==> src/rtl/mbus_pkg.sv <==
package mbus_pkg;

  localparam int unsigned MB_DW = 16;
  localparam int unsigned MB_AW = 20;
  localparam int unsigned MB_UW = MB_AW - MB_DW;
  localparam int unsigned MB_SW = 2;

  typedef enum logic [2:0] {
    PH_IDLE = 3'd0,
    PH_T1   = 3'd1,
    PH_T2   = 3'd2,
    PH_T3   = 3'd3,
    PH_TW   = 3'd4,
    PH_T4   = 3'd5,
    PH_HOLD = 3'd6
  } phase_e;

  typedef enum logic [1:0] {
    CK_READ  = 2'd0,
    CK_WRITE = 2'd1,
    CK_INTA  = 2'd2
  } kind_e;

  typedef struct packed {
    kind_e            kind;
    logic             io;
    logic [MB_AW-1:0] addr;
    logic [MB_DW-1:0] wdata;
    logic [MB_SW-1:0] seg;
    logic             hi;
    logic             ifl;
  } cyc_t;

endpackage

==> src/rtl/mbus_seq.sv <==
module mbus_seq
  import mbus_pkg::*;
(
  input  logic   clk,
  input  logic   rst,
  input  logic   req_valid,
  input  cyc_t   req_in,
  input  logic   ready,
  input  logic   hold,
  output phase_e ph_d,
  output cyc_t   cyc_d,
  output logic   cap_en,
  output logic   idle
);

  phase_e ph_q;
  cyc_t   cyc_q;
  logic   accept;

  assign accept = (ph_q == PH_IDLE) && !hold && req_valid;
  assign cyc_d  = accept ? req_in : cyc_q;
  assign cap_en = ((ph_q == PH_T3) || (ph_q == PH_TW)) && ready;
  assign idle   = (ph_q == PH_IDLE);

  always_comb begin
    ph_d = ph_q;
    unique case (ph_q)
      PH_IDLE: begin
        if (hold)           ph_d = PH_HOLD;
        else if (req_valid) ph_d = PH_T1;
      end
      PH_T1:   ph_d = PH_T2;
      PH_T2:   ph_d = PH_T3;
      PH_T3,
      PH_TW:   ph_d = ready ? PH_T4 : PH_TW;
      PH_T4:   ph_d = hold ? PH_HOLD : PH_IDLE;
      PH_HOLD: ph_d = hold ? PH_HOLD : PH_IDLE;
      default: ph_d = PH_IDLE;
    endcase
  end

  always_ff @(posedge clk) begin
    if (rst) begin
      ph_q  <= PH_IDLE;
      cyc_q <= '0;
    end else begin
      ph_q  <= ph_d;
      cyc_q <= cyc_d;
    end
  end

endmodule

==> src/rtl/mbus_pins.sv <==
module mbus_pins
  import mbus_pkg::*;
(
  input  logic             clk,
  input  logic             rst,
  input  phase_e           ph_d,
  input  cyc_t             cyc_d,
  output logic [MB_DW-1:0] ad_out,
  output logic             ad_oe,
  output logic [MB_UW-1:0] up_out,
  output logic             up_oe,
  output logic             ale,
  output logic             rd_n,
  output logic             wr_n,
  output logic             inta_n,
  output logic             mio,
  output logic             bhe_n,
  output logic             dt_r,
  output logic             den_n,
  output logic             ctl_oe,
  output logic             hlda
);

  logic t1, mid, late, act;
  logic is_rd, is_wr, is_ia, is_io;
  logic [MB_UW-1:0] t1_up, st_up;

  assign t1    = (ph_d == PH_T1);
  assign mid   = (ph_d == PH_T2) || (ph_d == PH_T3) || (ph_d == PH_TW);
  assign late  = mid || (ph_d == PH_T4);
  assign act   = t1 || late;
  assign is_rd = (cyc_d.kind == CK_READ);
  assign is_wr = (cyc_d.kind == CK_WRITE);
  assign is_ia = (cyc_d.kind == CK_INTA);
  assign is_io = cyc_d.io || is_ia;

  // Upper lines: address in T1, status afterwards.
  for (genvar g = 0; g < MB_UW; g++) begin : g_up
    if (g < MB_SW) begin : g_seg
      assign t1_up[g] = cyc_d.addr[MB_DW+g];
      assign st_up[g] = cyc_d.seg[g];
    end else begin : g_top
      assign t1_up[g] = cyc_d.addr[MB_DW+g] & ~is_io;
      assign st_up[g] = (g == MB_UW - 2) ? cyc_d.ifl : 1'b0;
    end
  end

  always_ff @(posedge clk) begin
    if (rst) begin
      ad_out <= '0;
      ad_oe  <= 1'b0;
      up_out <= '0;
      up_oe  <= 1'b0;
      ale    <= 1'b0;
      rd_n   <= 1'b1;
      wr_n   <= 1'b1;
      inta_n <= 1'b1;
      mio    <= 1'b1;
      bhe_n  <= 1'b1;
      dt_r   <= 1'b1;
      den_n  <= 1'b1;
      ctl_oe <= 1'b1;
      hlda   <= 1'b0;
    end else begin
      ale    <= t1;
      ad_oe  <= t1 || (late && is_wr);
      ad_out <= t1 ? cyc_d.addr[MB_DW-1:0] :
                (late && is_wr) ? cyc_d.wdata : '0;
      up_oe  <= act;
      up_out <= t1 ? t1_up : (late ? st_up : '0);
      rd_n   <= !(mid && is_rd);
      wr_n   <= !(mid && is_wr);
      inta_n <= !(mid && is_ia);
      mio    <= act ? !is_io : 1'b1;
      bhe_n  <= !(t1 && cyc_d.hi);
      dt_r   <= act ? is_wr : 1'b1;
      den_n  <= !late;
      ctl_oe <= (ph_d != PH_HOLD);
      hlda   <= (ph_d == PH_HOLD);
    end
  end

endmodule

==> src/rtl/mbus_rdcap.sv <==
module mbus_rdcap
  import mbus_pkg::*;
(
  input  logic             clk,
  input  logic             rst,
  input  logic             cap_en,
  input  phase_e           ph_d,
  input  logic [MB_DW-1:0] ad_in,
  output logic [MB_DW-1:0] rdata,
  output logic             done
);

  always_ff @(posedge clk) begin
    if (rst) begin
      rdata <= '0;
      done  <= 1'b0;
    end else begin
      done <= (ph_d == PH_T4);
      if (cap_en) rdata <= ad_in;
    end
  end

endmodule

==> src/rtl/mbus_cycle_gen.sv <==
module mbus_cycle_gen
  import mbus_pkg::*;
(
  input  logic             clk,
  input  logic             rst,
  input  logic             req_valid,
  input  logic [1:0]       req_kind,
  input  logic             req_io,
  input  logic [MB_AW-1:0] req_addr,
  input  logic [MB_DW-1:0] req_wdata,
  input  logic [MB_SW-1:0] req_seg,
  input  logic             req_hi,
  input  logic             core_if,
  output logic             cyc_idle,
  output logic             done,
  output logic [MB_DW-1:0] rdata,
  input  logic             ready,
  input  logic             hold,
  output logic             hlda,
  input  logic [MB_DW-1:0] ad_in,
  output logic [MB_DW-1:0] ad_out,
  output logic             ad_oe,
  output logic [MB_UW-1:0] up_out,
  output logic             up_oe,
  output logic             ale,
  output logic             rd_n,
  output logic             wr_n,
  output logic             inta_n,
  output logic             mio,
  output logic             bhe_n,
  output logic             dt_r,
  output logic             den_n,
  output logic             ctl_oe
);

  cyc_t   req_pk;
  cyc_t   cyc_d;
  phase_e ph_d;
  logic   cap_en;

  always_comb begin
    req_pk       = '0;
    req_pk.kind  = (req_kind == 2'd1) ? CK_WRITE :
                   (req_kind == 2'd2) ? CK_INTA  : CK_READ;
    req_pk.io    = req_io;
    req_pk.addr  = req_addr;
    req_pk.wdata = req_wdata;
    req_pk.seg   = req_seg;
    req_pk.hi    = req_hi;
    req_pk.ifl   = core_if;
  end

  mbus_seq u_seq (
    .clk       (clk),
    .rst       (rst),
    .req_valid (req_valid),
    .req_in    (req_pk),
    .ready     (ready),
    .hold      (hold),
    .ph_d      (ph_d),
    .cyc_d     (cyc_d),
    .cap_en    (cap_en),
    .idle      (cyc_idle)
  );

  mbus_pins u_pins (
    .clk    (clk),
    .rst    (rst),
    .ph_d   (ph_d),
    .cyc_d  (cyc_d),
    .ad_out (ad_out),
    .ad_oe  (ad_oe),
    .up_out (up_out),
    .up_oe  (up_oe),
    .ale    (ale),
    .rd_n   (rd_n),
    .wr_n   (wr_n),
    .inta_n (inta_n),
    .mio    (mio),
    .bhe_n  (bhe_n),
    .dt_r   (dt_r),
    .den_n  (den_n),
    .ctl_oe (ctl_oe),
    .hlda   (hlda)
  );

  mbus_rdcap u_rdcap (
    .clk    (clk),
    .rst    (rst),
    .cap_en (cap_en),
    .ph_d   (ph_d),
    .ad_in  (ad_in),
    .rdata  (rdata),
    .done   (done)
  );

endmodule

==> config.mk <==
export PLATFORM = sky130hd
export DESIGN_NAME = mbus_cycle_gen
export DESIGN_NICKNAME = d
export VERILOG_FILES = /design/src/rtl/mbus_pkg.sv /design/src/rtl/mbus_seq.sv /design/src/rtl/mbus_pins.sv /design/src/rtl/mbus_rdcap.sv /design/src/rtl/mbus_cycle_gen.sv
export SDC_FILE = /design/constraint.sdc
export NUM_CORES = 1
export LEC_CHECK = 0
export ABC_AREA = 1
export BUFFER_PORTS_ARGS = -buffer_cell sky130_fd_sc_hd__buf_2
export CAP_MARGIN = 20
export CORE_MARGIN = 5
export CORE_UTILIZATION = 30
export DETAILED_ROUTE_END_ITERATION = 16
export MAX_ROUTING_LAYER = met4
export SETUP_SLACK_MARGIN = 0.02
export SLEW_MARGIN = 0
export SYNTH_ARGS = -nofsm -noshare
export SYNTH_HDL_FRONTEND = slang
export SYNTH_SLANG_ARGS = --single-unit
==> constraint.sdc <==
create_clock -name clk -period 1.26 [get_ports clk]
set_input_delay 0.189 -clock clk [delete_from_list [all_inputs] [get_ports clk]]
set_output_delay 0.189 -clock clk [all_outputs]
set_load 0.02 [all_outputs]
======== Word-level counts from Yosys, hierarchy flattened ========
Cells that the tools add are included.
W data, S select, Z words.
storage, ports and cells
  register bits after elaboration ......... 95
  bits in latches ......................... 0
  memory bits (writable) .................. 0
  ROM bits ................................ 0
  bits of input ports ..................... 64
  memories ................................ 0
cells by class
  add/sub/neg operators ................... 0
  multiply operators ...................... 0
  divide/modulo/power cells ............... 0
  magnitude comparators ................... 0
  eq/ne operators ......................... 17
  shift operators ......................... 0
  multiplexer cells ....................... 12
  bitwise operators ....................... 4
  reductions and logical operators ........ 27
operators by type and width
  cell                  count
  $mux W43              1
  $mux W16              2
  $eq A3 B3 Y1 const B  6
  $pmux W3 S5           1
  $eq A3 B2 Y1 const B  4
  $mux W3               4
  $logic_and A1 B1 Y1   8
  $logic_not A1 Y1      7
  $logic_or A1 B1 Y1    7
  $eq A3 B1 Y1 const B  2
  $reduce_or A2 Y1      3
  $eq A2 B1 Y1 const B  2
  $eq A2 B2 Y1 const B  2
  $mux W2               2
  $mux W4               1
  $logic_not A3 Y1      1
  $ne A3 B3 Y1 const B  1
  $and A1 B1 Y1         2
  $logic_not A2 Y1      1
  $not A1 Y1            2
  $mux W1               1

======== Depth between registers and ports, before layout ========
Gate-level depths: netlist of the first run.
  depth in word-level cells ............... 10
  depth in mapped cells ................... 9

======== Hierarchy ========
A second synthesis of the first run with hierarchy kept.
second synthesis, totals
  cell total of the unflattened synthesis .. 671
  area, all modules ....................... 4389.2 µm²
by module, submodules not included
  module          instances  cells an instance  area each (µm²)
  mbus_seq        1          398                2394.8
  mbus_pins       1          165                1287.5
  mbus_rdcap      1          104                691.9
  mbus_cycle_gen  1          4                  15.0

======== Least setup slack after synthesis of the first run ========
Ideal clock, no wire load.
  path kind ............................... register -> register
  from .................................... register u_seq.ph_q[0]
  to ...................................... register u_pins.ad_out[15]
  library setup time ...................... 132 ps
  arrival ................................. 1258 ps
  data required time ...................... 1128 ps
  setup slack ............................. -130 ps
  stages on the path, launching flop included .. 10
  buffers on the path ..................... 1
  period minus slack after synthesis ...... 1390 ps
  cell sequence ........................... dfxtp_1 -> inv_1 -> nand2_2 -> nor2_4 -> nand3_2 -> nand2_4 -> clkinv_4 -> buf_6 -> nand4_1 -> a21oi_1
between the ends
  elaborated cells on any way between the ends .. 27
  those cells by class .................... eq/ne (12); mux (6); reduce/logical (9)
RTL lines
  element                           RTL line              text
  from (decl)                       mbus_seq.sv:16        phase_e ph_q;
  from (signal assigned)            mbus_seq.sv:47        ph_q <= ph_d;
  $logic_not A3 Y1 (*)              -
  via cyc_idle                      mbus_cycle_gen.sv:14  output logic cyc_idle,
  $pmux W3 S5                       mbus_seq.sv:27        unique case (ph_q)
  $eq A3 B2 Y1                      mbus_pins.sv:29       assign mid = (ph_d == PH_T2) || (ph_d == PH_T3) || (ph_d == PH_TW);
  $logic_or A1 B1 Y1 (2 in series)  mbus_pins.sv:29
  $logic_or A1 B1 Y1                mbus_pins.sv:30       assign late = mid || (ph_d == PH_T4);
  $logic_and A1 B1 Y1               mbus_pins.sv:68       (late && is_wr) ? cyc_d.wdata : '0;
  $mux W16                          mbus_pins.sv:68
  $mux W16 (*)                      mbus_pins.sv:67       ad_out <= t1 ? cyc_d.addr[MB_DW-1:0] :
  to (signal assigned)              mbus_pins.sv:67
  to (decl)                         mbus_pins.sv:8        output logic [MB_DW-1:0] ad_out,
The timed path passes the listed nets; every way through them passes the cells marked *.
A chain may end at the register's enable or synchronous reset.

======== Worst setup path after layout of the first run ========
  from .................................... register u_seq.ph_q[1]
  to ...................................... register u_pins.wr_n
between the ends
  cells in the longest elaborated chain, start to end .. 8
  elaborated cells on any way between the ends .. 23
  those cells by class .................... eq/ne (10); mux (4); reduce/logical (9)
RTL lines
  element                                                    RTL line         text
  $eq A3 B3 Y1 (tied with other cells)                       mbus_seq.sv:27
  $reduce_or A2 Y1 (no source line) (tied with other cells)  -
  $pmux W3 S5                                                mbus_seq.sv:27
  $eq A3 B2 Y1                                               mbus_pins.sv:29
  $logic_or A1 B1 Y1 (2 in series)                           mbus_pins.sv:29
  $logic_and A1 B1 Y1 (*)                                    mbus_pins.sv:72  wr_n <= !(mid && is_wr);
  $logic_not A1 Y1 (*)                                       mbus_pins.sv:72
  to (signal assigned)                                       mbus_pins.sv:72
  to (decl)                                                  mbus_pins.sv:14  output logic wr_n,
Mark *: on every way between the ends. The rest lies on a longest branch, timed or not.

==> flow_metrics.env, run 1 <==
export IMPL_hold_buffers=0
export IMPL_num_vias=3172
export IMPL_grt_ovfl_total=0
export IMPL_layout_setup_ws_ns=-0.1437
export IMPL_clock_path_buffers=2
export IMPL_clkTransAtPathRegs_ns=0.08
export IMPL_slew_headroom=0.7268
export IMPL_status="finished with violations"
export IMPL_timing_hold_ws_ns=0.07084
export IMPL_place_area_mm2=0.004081
export IMPL_via_per_inst=4.763
export IMPL_initialDrtViolationCount=101
export IMPL_cts_tree="built"
export IMPL_layout_min_cycle_time_ns=1.404
export IMPL_antenna_cells_inserted=0
export IMPL_path_cells="nor2_8 -> o21ai_4 -> nand3_4 -> buf_12 -> a21boi_4 -> nand3_1"
export IMPL_routabilityCongestion=0.8532
export IMPL_grt_max_degree=56
export IMPL_p_leak_nw=2.136
export IMPL_reg2reg_slack_ns=-0.14
export IMPL_netlist_area_leader_share=0.5114
export IMPL_detail_route_wl_per_cell_um=14.31
export IMPL_power_mw=6.972
export IMPL_grt_setup_unrepaired="yes"
export IMPL_io_buffers=113
export IMPL_start_util=0.3084
export IMPL_die_w_um=110.2
export IMPL_rows=36
export IMPL_dpl_hpwl_um=6428
export IMPL_seq_area_frac_synth=0.5114
export IMPL_critPathMaxStageDelay_ns=0.38
export IMPL_stdcell_area_mm2=0.004703
export IMPL_io_pins=114
export IMPL_core_mm2=0.009774
export IMPL_grt_antenna_before_repair=0
export IMPL_die_area_mm2=0.01215
export IMPL_vdd_ir_drop_max_mv=0.6951
export IMPL_violations="setup timing"
export IMPL_worstHoldPathType="in -> reg"
export IMPL_htree_levels=3
export IMPL_fmax_mhz=712.4
export IMPL_drv_slew=0
export IMPL_ant_nets=0
export IMPL_synthTopCellsByArea="dfxtp_1, nand2_1, a21oi_1"
export IMPL_stdcell_count=666
export IMPL_die_h_um=110.2
export IMPL_first_global_vias=3123
export IMPL_nets=592
export IMPL_wirelength_um=9532
export IMPL_cts_buffers=9
export IMPL_firstDrtPassIters=4
export IMPL_maxCapViolCount=0
export IMPL_insertion_delay_ns=0.36
export IMPL_netlist_area_mm2=0.003014
export IMPL_fin_crit_sh=1.114
export IMPL_finalSetupViolCount=46
export IMPL_synthCells=366
export IMPL_clock_sinks=77
export IMPL_grt_usage=0.1650
export IMPL_cp_max_fo=11
export IMPL_grt_pass1_wl_um=15010
export IMPL_cpMaxStageDelayCell="dfxtp_4"
export IMPL_synth_area_leader_cell="dfxtp_1"
export IMPL_drc=0
export IMPL_setup_worst_path_class="reg -> reg"
export IMPL_drive_gt1_frac=0.4634
export IMPL_cp_required_ns=1.50
export IMPL_synth_avg_cell_area_um2=8.235
export IMPL_finalClockSkew_ns=0.009696
export IMPL_crit_path_start_kind="flip-flop"
export IMPL_synth_cell_types=30
export IMPL_endpoint_kind="flip-flop"
export IMPL_hold_viol=0
export IMPL_placed_cells=638
export IMPL_synth_seq_cells=77
export IMPL_ctsRootBufferMaster="clkbuf_8"
export IMPL_arrival_ns=1.64
export IMPL_power_density_mw_per_mm2=1482
export IMPL_area_growth_pct=56.04
export IMPL_synth_nets=430
export IMPL_yosysWarningCount=0
export IMPL_final_util=0.4812
export IMPL_tightest_slew_ns=0.4094
logic make-up after synthesis:
family | share of synthesized area
simple gates | 0.2889
flops | 0.5114
compound gates | 0.1195
buf+inv | 0.08012
synthesized netlist by cell type:
cell type  count
a21boi_2       1
a21oi_1       51
a21oi_2        1
a31oi_1        2
buf_2          7
buf_4          5
buf_6          5
clkbuf_1      10
clkinv_4       1
dfxtp_1       77
inv_1         13
inv_2          3
inv_4          1
nand2_1       88
nand2_2        3
nand2_4        3
nand3_1       21
nand3_2        3
nand3_4        1
nand4_1       33
nor2_1        23
nor2_2         1
nor2_4         1
nor2_8         1
nor3_1         1
o211ai_1       3
o21ai_0        4
o21ai_1        1
o21ai_2        1
o21ai_4        1
layout by cell type, fill, tap and decap left out, types with 2 or more instances in the layout:
| cell | n |
|---|---|
| nor2_2 | 3 |
| a21oi_2 | 2 |
| nand2_8 | 2 |
| buf_12 | 9 |
| o21ai_0 | 2 |
| nor2_4 | 3 |
| buf_2 | 112 |
| buf_16 | 2 |
| clkinvlp_4 | 3 |
| nand4_1 | 33 |
| inv_1 | 10 |
| inv_6 | 4 |
| nand3_1 | 20 |
| nor2_1 | 19 |
| clkbuf_8 | 10 |
| inv_4 | 5 |
| buf_6 | 10 |
| o211ai_1 | 3 |
| a21oi_1 | 49 |
| nand2_4 | 9 |
| buf_4 | 43 |
| nand2_1 | 73 |
| nand2_2 | 10 |
| nand3_4 | 5 |
| a31oi_1 | 2 |
| o21ai_4 | 3 |
| dfxtp_4 | 2 |
| dfxtp_1 | 74 |
power by group:
part | internal (mW) | leakage (nW) | total, mW | switching (mW)
Combinational | 1.01 | 1.41 | 2.28 | 1.27
Clock | 0.982 | 0.0955 | 1.94 | 0.961
Sequential | 2.64 | 0.628 | 2.75 | 0.107
Total | 4.63 | 2.14 | 6.97 | 2.34
flip-flops by register name, indices dropped and copies added (netlist names):
register       flops
u_seq.cyc_q       25
u_pins.ctl_oe      1
u_pins.ad_out     16
u_pins.ad_oe       1
u_pins.up_oe       1
u_pins.wr_n        1
u_rdcap.done       1
u_pins.rd_n        1
u_pins.ale         1
u_pins.mio         1
u_pins.bhe_n       1
u_pins.inta_n      1
u_pins.up_out      4
u_pins.dt_r        1
u_pins.hlda        1
u_rdcap.rdata     16
u_pins.den_n       1
u_seq.ph_q         3
metal layers:
layer | track usage | up-vias | routed length (um)
met5 | - | - | 0
met4 | 0.07916 | 0 | 258
met3 | 0.03902 | 18 | 542
met2 | 0.2565 | 100 | 4598
met1 | 0.2019 | 1491 | 4133
li1 | - | 1563 | -
repair_timing:
| item | CTS | global route |
|---|---|---|
| setup buffers | 5 | 2 |
| cloned | 5 | 1 |
| resized for setup | 39 | 33 |
| pin swaps | 12 | 9 |
| endpoints found under the setup margin | 60 | 69 |
layout make-up:
| class | instances | area (um^2) |
|---|---|---|
| fillers | 935 | 5071 |
| flip-flops and latches | 77 | 1550 |
| multi-input cells | 245 | 1441 |
| repair buffers | 176 | 1231 |
| well taps | 133 | 166.4 |
| clock buffers | 10 | 137.6 |
| inverters | 18 | 97.59 |
| clock inverters | 6 | 70.07 |
| repair inverters | 1 | 8.758 |
stage by stage:
step	worst slack [ns]	TNS (ns)
floorplan	-0.1042	-0.8920
global placement	-0.1392	-3.259
detailed placement	-0.1897	-5.233
CTS	-0.1302	-3.165
global route	-0.2439	-8.391
finish	-0.1437	-3.942
path summary, 6_finish.rpt:
kind         cells past startpoint              start                 to
max                              6      u_seq.ph_q[1]        u_pins.wr_n
min                              3         req_seg[1]     u_seq.cyc_q[3]
max reg2reg                      6      u_seq.ph_q[1]        u_pins.wr_n
min reg2reg                      2  u_rdcap.rdata[10]  u_rdcap.rdata[10]
critical path: cells and delay by family (launching register included):
family	cells	cell delay, ns
AND/OR/NAND/NOR	3	0.43
buffers and inverters	1	0.15
flip-flops	1	0.38
AO/OA/AOI/OAI	2	0.32
Power figures use the tool's default switching activity.
==> run 2: changes to the inputs <==
--- a/config.mk
+++ b/config.mk
@@ -5,9 +5,9 @@
 export SDC_FILE = /design/constraint.sdc
 export NUM_CORES = 1
 export LEC_CHECK = 0
-export ABC_AREA = 1
 export BUFFER_PORTS_ARGS = -buffer_cell sky130_fd_sc_hd__buf_2
 export CAP_MARGIN = 20
+export CORE_ASPECT_RATIO = 0.75
 export CORE_MARGIN = 5
 export CORE_UTILIZATION = 30
 export DETAILED_ROUTE_END_ITERATION = 16
==> run 2 against run 1 <==
  * The flow still finishes with violations (setup timing)
  * Non-clock buffer count fell by 21
  * Routed wire length fell by 16%
  * Final area fell by 9.1%
  * Critical endpoint is now u_pins.ad_out[15]
==> flow_metrics.env, run 2 <==
export IMPL_status="finished with violations"
export IMPL_violations="setup timing"
export IMPL_wirelength_um=7973
export IMPL_area_growth_pct=63.70
export IMPL_hold_viol=0
export IMPL_ant_nets=0
export IMPL_place_ws_ns=-0.2607
export IMPL_reg2reg_slack_ns=-0.23
export IMPL_seq_area_frac_synth=0.5670
export IMPL_synthCells=293
export IMPL_synth_nets=357
export IMPL_p_sw_frac=0.2724
export IMPL_synth_common_cells="nand2_1, dfxtp_1, a21oi_1, a22o_1, nor2_1"
export IMPL_timing_rr_end="u_pins.ad_out[15]"
export IMPL_grt_max_degree=22
export IMPL_die_h_um=90.82
export IMPL_synthMuxAreaShare=0.005747
export IMPL_worstRegToRegCells=4
export IMPL_synthArstFlopShare=0
export IMPL_grt_busiest_layer="met2"
export IMPL_num_vias=2539
export IMPL_p_seq_frac=0.386
export IMPL_cp_max_fo=5
export IMPL_whs_path_depth=2
export IMPL_first_global_vias=2599
export IMPL_crit_path_start_kind="flip-flop"
export IMPL_power_switching_mw=1.844
export IMPL_setup_worst_path_class="reg -> reg"
export IMPL_io_pins=114
export IMPL_slew_headroom=0.7665
export IMPL_power_density_mw_per_mm2=1583
export IMPL_maxCapViolCount=0
export IMPL_routabilityCongestion=0.8200
export IMPL_io_buffers=113
export IMPL_grt_setup_unrepaired="yes"
export IMPL_drive_gt1_frac=0.5426
export IMPL_placed_cells=521
export IMPL_synthXorXnorAreaFrac=0
export IMPL_synthFlopType="dfxtp_1"
export IMPL_die_area_mm2=0.01069
export IMPL_initialDrtViolationCount=128
export IMPL_synth_cell_types=36
export IMPL_detail_route_wl_per_cell_um=14.39
export IMPL_stdcell_count=554
export IMPL_cts_buffers=9
export IMPL_intPower_mw=4.925
export IMPL_vdd_ir_drop_max_mv=0.9116
export IMPL_dpl_hpwl_um=5325
export IMPL_start_util=0.3077
export IMPL_grt_ovfl_total=0
export IMPL_drv_slew=0
export IMPL_netlist_area_mm2=0.002613
export IMPL_clkTransAtPathRegs_ns=0.06
export IMPL_layout_commonest_cell="buf_2"
export IMPL_grt_usage=0.1517
export IMPL_final_util=0.5037
export IMPL_power_frac_clock=0.379
export IMPL_cp_startpoint="u_seq.ph_q[1]"
export IMPL_cp_required_ns=1.54
export IMPL_worstHoldStart="req_addr[13]"
export IMPL_synth_compound_area_share=0.1719
export IMPL_drc=0
export IMPL_endpoint_kind="flip-flop"
export IMPL_rows=29
export IMPL_worstSetupEndpoint="u_pins.ad_out[15]"
export IMPL_core_mm2=0.008491
export IMPL_nets=505
export IMPL_groute_layer_met1_usage=0.1791
export IMPL_layout_cells_most_common_list="buf_2, dfxtp_1, nand2_1"
export IMPL_top_register="u_seq.cyc_q"
export IMPL_grt_pass1_wl_um=12530
export IMPL_antenna_cells_inserted=0
export IMPL_clock_path_buffers=2
export IMPL_power_mw=6.768
export IMPL_cts_tree="built"
export IMPL_synth_avg_cell_area_um2=8.916
export IMPL_reg_top3="u_seq.cyc_q: 22 flops, u_pins.ad_out: 16 flops, u_rdcap.rdata: 16 flops"
export IMPL_layout_setup_ws_ns=-0.2325
export IMPL_yosysWarningCount=0
export IMPL_synth_simple_area_share=0.2050
export IMPL_via_per_inst=4.583
export IMPL_clock_sinks=74
export IMPL_insertion_delay_ns=0.33
export IMPL_ctsRootBufferMaster="clkbuf_16"
export IMPL_synth_seq_cells=74
export IMPL_htree_levels=3
export IMPL_synth_top_family_by_area="simple AND/OR/NAND/NOR gates"
export IMPL_rr_startpoint="u_seq.ph_q[1]"
export IMPL_fmax_mhz=670.0
export IMPL_die_w_um=117.8
export IMPL_grt_antenna_before_repair=0
export IMPL_largest_reg_flops=22
export IMPL_arrival_ns=1.77
export IMPL_register_area_mm2=0.001488
export IMPL_yosys_area_share_adder=0
export IMPL_synth_edff_count=0
export IMPL_finalClockSkew_ns=0.004645
export IMPL_multi_input_area_mm2=0.001329
export IMPL_netlist_area_leader_share=0.5670
export IMPL_tightest_slew_ns=0.3482
export IMPL_share_comb_of_total_power=0.235
export IMPL_worstHoldPathType="in -> reg"
export IMPL_grt_use_met3=0.06512
export IMPL_yosysMostFrequentCell="nand2_1"
export IMPL_layout_min_cycle_time_ns=1.492
export IMPL_synth_area_leader_cell="dfxtp_1"
export IMPL_firstDrtPassIters=4
export IMPL_grt_util_met2=0.2340
export IMPL_p_leak_nw=1.868
export IMPL_finalSetupViolCount=68
export IMPL_synthTopCellsByArea="dfxtp_1, nand2_1, a21oi_1"
export IMPL_fin_crit_sh=1.184
export IMPL_n_fill_cell=818
## run 2: kinds of logic after synthesis
group / after synthesis
simple gates: 121
buf+inv: 25
mux: 1
flops: 74
compound gates: 72
## run 2: repair_timing
action                     in CTS  in global routing
cloned                          3                  3
hold endpoints to repair        1                  0
pin swaps                      34                 26
hold buffers                    1                  0
setup endpoints to repair      71                 73
gates resized for setup        65                 39
setup buffers                   6                  5
## run 2: metal layers
layer  part of all wire  wire length (um)  vias to the layer above
met3              0.068               542                       10
li1                   -                 -                     1288
met4              0.011                91                        0
met1               0.46              3630                     1164
met5                  0                 0                        -
met2               0.47              3709                       77
## run 2: area by class of cell
cell class / count / area share
Clock buffer: 14 / 0.06173
Clock inverter: 2 / 0.008192
Inverter: 3 / 0.002633
Multi-Input combinational cell: 198 / 0.3107
Sequential cell: 74 / 0.3479
Tap cell: 108 / 0.03160
Timing Repair Buffer: 155 / 0.2373
## run 2: how the worst min path moves through the flow
stage / to / slack [ns]
2_1_floorplan: u_pins.bhe_n / 0.26
3_3_place_gp: u_pins.bhe_n / 0.36
3_5_place_dp: u_pins.bhe_n / 0.36
4_1_cts: u_pins.ad_out[13] / 0.06
5_1_grt: u_pins.ad_out[11] / 0.06
6_report: u_pins.ad_out[13] / 0.07
## run 2: power groups by stage
stage	Sequential, mW	Combinational, mW	Clock [mW]
after floorplan	2.76	0.508	0
after global placement	2.64	1.10	0
after detailed placement	2.64	1.12	0
after CTS	2.60	1.39	2.64
after global routing	2.63	1.71	2.75
final	2.61	1.59	2.57
## run 2: metrics by stage
step | cell area [um^2] | setup TNS (ns) | hold WS (ns)
2_1_floorplan | 2639 | -16.58 | 0.2578
3_3_place_gp | 3460 | -11.90 | 0.3592
3_5_place_dp | 3460 | -13.49 | 0.3572
4_1_cts | 4070 | -9.839 | 0.05807
5_1_grt | 4277 | -13.98 | 0.05932
6_report | 4277 | -9.329 | 0.07008
## run 2: critical path: stages, from the launching register on
cell and delay [ns]:
dfxtp_2 0.33, or2_4 0.26, or3_4 0.45, nor2_4 0.22, a22o_1 0.18
